`src/rtl/adc_busy_rd.sv`:
```
`timescale 1ns/1ps
module adc_busy_rd #(
  parameter int W        = 18,
  parameter int DIV      = 2,
  parameter int SDI_HOLD = 3,
  parameter int TMIN     = 10,
  parameter int TMAX     = 60
) (
  input  logic         clk,
  input  logic         rst_n,
  input  logic         start_i,
  output logic         cvt_o,
  output logic         sel_o,
  output logic         sck_o,
  input  logic         miso_i,
  output logic [W-1:0] data_o,
  output logic         done_o,
  output logic         err_o
);
  localparam int HW = $clog2(DIV + 1);
  localparam int TW = $clog2(TMAX + 1);
  localparam int BW = $clog2(W + 1);

  if (SDI_HOLD < 1 || SDI_HOLD >= TMIN || TMIN >= TMAX || DIV < 1) begin : g_bad_cfg
    $error("adc_busy_rd: need 1 <= SDI_HOLD < TMIN < TMAX and DIV >= 1");
  end

  typedef enum logic [2:0] {S_IDLE, S_SETUP, S_CONV, S_WAIT, S_READ} st_t;
  st_t st;

  logic          cvt_q, sel_q, sck_q, done_q, err_q;
  logic [TW-1:0] tcnt;
  logic [HW-1:0] hcnt;
  logic [BW-1:0] bitn;
  logic [W-1:0]  sh, data_q;

  assign cvt_o  = cvt_q;
  assign sel_o  = sel_q;
  assign sck_o  = sck_q;
  assign data_o = data_q;
  assign done_o = done_q;
  assign err_o  = err_q;

  always_ff @(posedge clk) begin
    if (!rst_n) begin
      st <= S_IDLE;
      cvt_q <= 1'b0; sel_q <= 1'b0; sck_q <= 1'b0;
      done_q <= 1'b0; err_q <= 1'b0;
      tcnt <= '0; hcnt <= '0; bitn <= '0;
      sh <= '0; data_q <= '0;
    end else begin
      done_q <= 1'b0;
      err_q  <= 1'b0;
      case (st)
        S_IDLE: if (start_i) begin
          sel_q <= 1'b1;
          st    <= S_SETUP;
        end
        S_SETUP: begin
          cvt_q <= 1'b1;
          tcnt  <= '0;
          st    <= S_CONV;
        end
        S_CONV: begin
          tcnt <= tcnt + 1'b1;
          if (tcnt == TW'(SDI_HOLD - 1)) begin
            sel_q <= 1'b0;
            st    <= S_WAIT;
          end
        end
        S_WAIT: begin
          tcnt <= tcnt + 1'b1;
          if (!miso_i) begin
            hcnt <= HW'(DIV - 1);
            bitn <= '0;
            st   <= S_READ;
          end else if (tcnt == TW'(TMAX - 1)) begin
            err_q <= 1'b1;
            cvt_q <= 1'b0;
            st    <= S_IDLE;
          end
        end
        S_READ: begin
          if (hcnt != '0) begin
            hcnt <= hcnt - 1'b1;
          end else begin
            hcnt  <= HW'(DIV - 1);
            sck_q <= !sck_q;
            if (!sck_q) begin
              if (bitn != '0) sh <= {sh[W-2:0], miso_i};
            end else if (bitn == BW'(W)) begin
              data_q <= sh;
              done_q <= 1'b1;
              cvt_q  <= 1'b0;
              st     <= S_IDLE;
            end else begin
              bitn <= bitn + 1'b1;
            end
          end
        end
        default: st <= S_IDLE;
      endcase
    end
  end

  p_sel_at_cvt_r2: assert property (@(posedge clk) disable iff (!rst_n)
    $rose(cvt_q) |-> sel_q);
  p_sel_low_wait_r3: assert property (@(posedge clk) disable iff (!rst_n)
    (st == S_WAIT || st == S_READ) |-> !sel_q);
  p_cvt_fall_r4: assert property (@(posedge clk) disable iff (!rst_n)
    $fell(cvt_q) |-> (done_q || err_q));
  p_sck_gate_r5: assert property (@(posedge clk) disable iff (!rst_n)
    sck_q |-> (cvt_q && !sel_q));
  p_done_pulse_r8: assert property (@(posedge clk) disable iff (!rst_n)
    done_q |=> !done_q);
  p_err_clean_r9: assert property (@(posedge clk) disable iff (!rst_n)
    err_q |-> (!done_q && !sck_q && !cvt_q));
endmodule

```
`config.mk`:
```
export PLATFORM = sky130hd
export DESIGN_NAME = adc_busy_rd
export DESIGN_NICKNAME = d
export VERILOG_FILES = /design/src/rtl/adc_busy_rd.sv
export SDC_FILE = /design/constraint.sdc
export NUM_CORES = 1
export LEC_CHECK = 0
export BUFFER_PORTS_ARGS = -buffer_cell sky130_fd_sc_hd__buf_2
export CORE_MARGIN = 3
export CORE_UTILIZATION = 50
export DETAILED_ROUTE_END_ITERATION = 16
export PLACE_DENSITY = 0.7
export SLEW_MARGIN = 20
export SYNTH_ARGS = -nofsm -noshare
export SYNTH_HDL_FRONTEND = slang
export SYNTH_SLANG_ARGS = --single-unit
```
`constraint.sdc`:
```
create_clock -name clk -period 2 [get_ports clk]
set_input_delay 0.4 -clock clk [delete_from_list [all_inputs] [get_ports clk]]
set_output_delay 0.4 -clock clk [all_outputs]
set_load 0.01 [all_outputs]
```
==> metrics.yaml <==
cts_buffers: 9
timing.fmax_mhz: 561
rsz0062_at_grt: "no"
rrSetupSlack_ps: 220
drt-wirelength-per-cell_um: 12.8
drive_above_1_share_pct: 19.9
hp-class: "in -> reg"
rows: 24
path_clk_slew_ps: 70
grtUsageTotal_pct: 16.5
crit_end: "sh[3]$_SDFFE_PN0P_"
p_leak_nw: 1.25
critPathLaunchType: "flip-flop"
yosysTopAreaCell: "dfxtp_1"
drtIter0Drc: 66
h-tree-depth: 3
hpwlAfterDp_um: 2780
synth_top_area_share_pct: 47.7
fin_setup_tns_ps: 0
syn_to_final_growth_pct: 19.2
clkLatencyLatePin_ps: 330
worst-path-stages: 5
ant_nets: 0
crit_type: "reg -> reg"
worst_hold_slack_ps: 368
final-hold-violation-count: 0
synth_nets: 258
cp_data_required_time_ps: 2220
drt-total-wl_um: 4340
postLayoutCellArea_sq_um: 2850
cpMaxStageDelayCell: "or4b_4"
synth_cell_types: 42
cts_tree: "built"
synth_edf_count: 0
critPathCaptureType: "flip-flop"
core_sq_um: 4470
clock-root-buffer: "clkbuf_8"
cts_sinks: 57
dieArea_sq_um: 5650
dr.pass1.iters: 4
synth_top_flop_cell: "dfxtp_1"
fin_crit_ps: 1780
via_per_inst: 5.24
cts_hold_buf: 0
worst_r2r_startpoint: "st[1]$_SDFFE_PN0P_"
cts_buffer_depth: 2
grt_pass1_wl_um: 7040
gr-total-overflow: 0
yosysWarningCount: 0
cpLargestDelayFamily: "simple AND/OR/NAND/NOR gates"
synth.area.top_cells: "dfxtp_1 48%, mux2i_1 15%, nor2_1 8.5%"
status: "completed"
critPathBufInv: 1
seq_area_frac_synth_pct: 47.7
slowest_delay_ps: 580
netlist_instances: 249
relSlewSlack_pct: 63.0
vdd_drop_max_mv: 0.610
r2r_cells: 5
die-height_um: 75.2
synth_seq_cells: 57
syn_avg_cell_area_sq_um: 9.60
grt_max_degree: 36
drc: 0
antenna_found_initial: 0
final.setup_skew_ps: 9.97
vias: 1776
drv_slew: 0
grt_pass1_vias: 1551
num_io_pins: 27
worstPathArrival_ps: 2010
synthArstFlopShare_pct: 0
start_util_pct: 53.4
r2r-end: "sh[3]$_SDFFE_PN0P_"
synthesis.area_sq_um: 2390
setup_violations: 0
path_max_fanout: 18
finalNetCount: 291
period_share_pct: 89.2
powerDensity_nw_per_um2: 896
finalPower_w: 0.00255
gp_congestion: 0.790
drv_cap: 0
placement.cell_area_sq_um: 2600
crit_chain: "or4b_4 > nor4_4 > buf_12 > mux2i_1 > nor2_1"
worst_slew_pin_slew_ps: 554
cp-startpoint: "st[1]$_SDFFE_PN0P_"
diodes: 0
io_buffer_count: 26
die_width_um: 75.2
final_core_util_pct: 63.7
==> cells in the mapped netlist, types with 2 or more instances <==
cell,n
a21oi_1,8
a31oi_1,4
and2_1,3
and3_1,2
buf_2,2
clkbuf_1,8
dfxtp_1,57
ha_1,5
inv_1,5
mux2i_1,37
nand2_1,12
nand3_1,4
nand4_1,3
nand4bb_1,2
nor2_1,54
nor2b_1,6
nor3_1,3
nor4bb_1,2
o21ai_0,5
o21bai_1,3
xor2_1,3
==> registers in the layout (all words and copies together), names as in the netlist <==
name,count
bitn,5
cvt_o,1
data_o,18
done_o,1
err_o,1
hcnt,2
sck_o,1
sel_o,1
sh,18
st,3
tcnt,6
==> how the worst min path moves through the flow <==
stage / from / endpoint / slack, ps / depth (start not counted)
detailed placement: sel_o$_SDFFE_PN0P_ / sel_o$_SDFFE_PN0P_ / 470 / 2
global placement: sel_o$_SDFFE_PN0P_ / sel_o$_SDFFE_PN0P_ / 460 / 2
CTS: rst_n / err_o$_SDFF_PN0_ / 360 / 2
floorplan: sh[17]$_SDFFE_PN0P_ / data_o[17]$_SDFFE_PN0P_ / 460 / 2
global route: rst_n / err_o$_SDFF_PN0_ / 380 / 2
finish: rst_n / err_o$_SDFF_PN0_ / 370 / 2
==> what timing repair did <==
action                                  CTS  global route
resized for setup                         0             1
setup buffers                             0             0
endpoints found under the setup margin    0             1
==> final cells by class <==
| cell class | count | area, sq um |
|---|---|---|
| clock inverter | 7 | 119 |
| multi-input combinational | 174 | 1160 |
| clock buffer | 9 | 124 |
| inverter | 6 | 22.5 |
| timing repair buffer | 34 | 215 |
| sequential | 57 | 1140 |
| fill | 372 | 1630 |
| tap | 52 | 65.1 |
==> kinds of logic after synthesis <==
| family | synth area share (%) |
|---|---|
| AND/OR/NAND/NOR | 21.8 |
| flip-flops | 47.7 |
| adder cells (fa/ha/maj) | 2.62 |
| AO/OA/AOI/OAI | 6.38 |
| multiplexers | 16.4 |
| buffers and inverters | 3.92 |
| XOR/XNOR | 1.10 |
==> cell usage in the layout, fill, tap and decap left out, types with 2 or more instances in the layout <==
cell,count
a21oi_1,8
a31oi_1,4
and2_1,3
and3_1,2
buf_12,2
buf_2,26
buf_4,6
bufinv_16,3
clkbuf_8,9
clkinvlp_4,2
dfxtp_1,57
ha_1,5
inv_1,5
mux2i_1,37
nand2_1,12
nand3_1,4
nand4_1,3
nand4bb_1,2
nor2_1,54
nor2b_1,6
nor3_1,3
o21ai_0,5
o21bai_1,3
xor2_1,3
==> per-layer routing <==
layer	track usage [%]	wire length [um]	share of wire (%)
met5	0	0	0
met2	23.6	1980	46
met3	6.01	109	2.5
met1	22.3	2190	50
met4	6.99	65	1.5
==> metrics by stage <==
| step | setup WS [ps] | instances |
|---|---|---|
| global placement | 214 | 323 |
| detailed placement | 217 | 323 |
| CTS | 194 | 339 |
| global route | 67.1 | 339 |
| floorplan | 177 | 249 |
| finish | 216 | 339 |
==> where the power goes <==
part	leakage, nW	switching, W	internal (W)
registers	0.460	0.00000989	0.00115
logic	0.675	0.0000617	0.0000369
clock network	0.115	0.000471	0.000826
No activity file was read; power rests on OpenSTA's default activity.
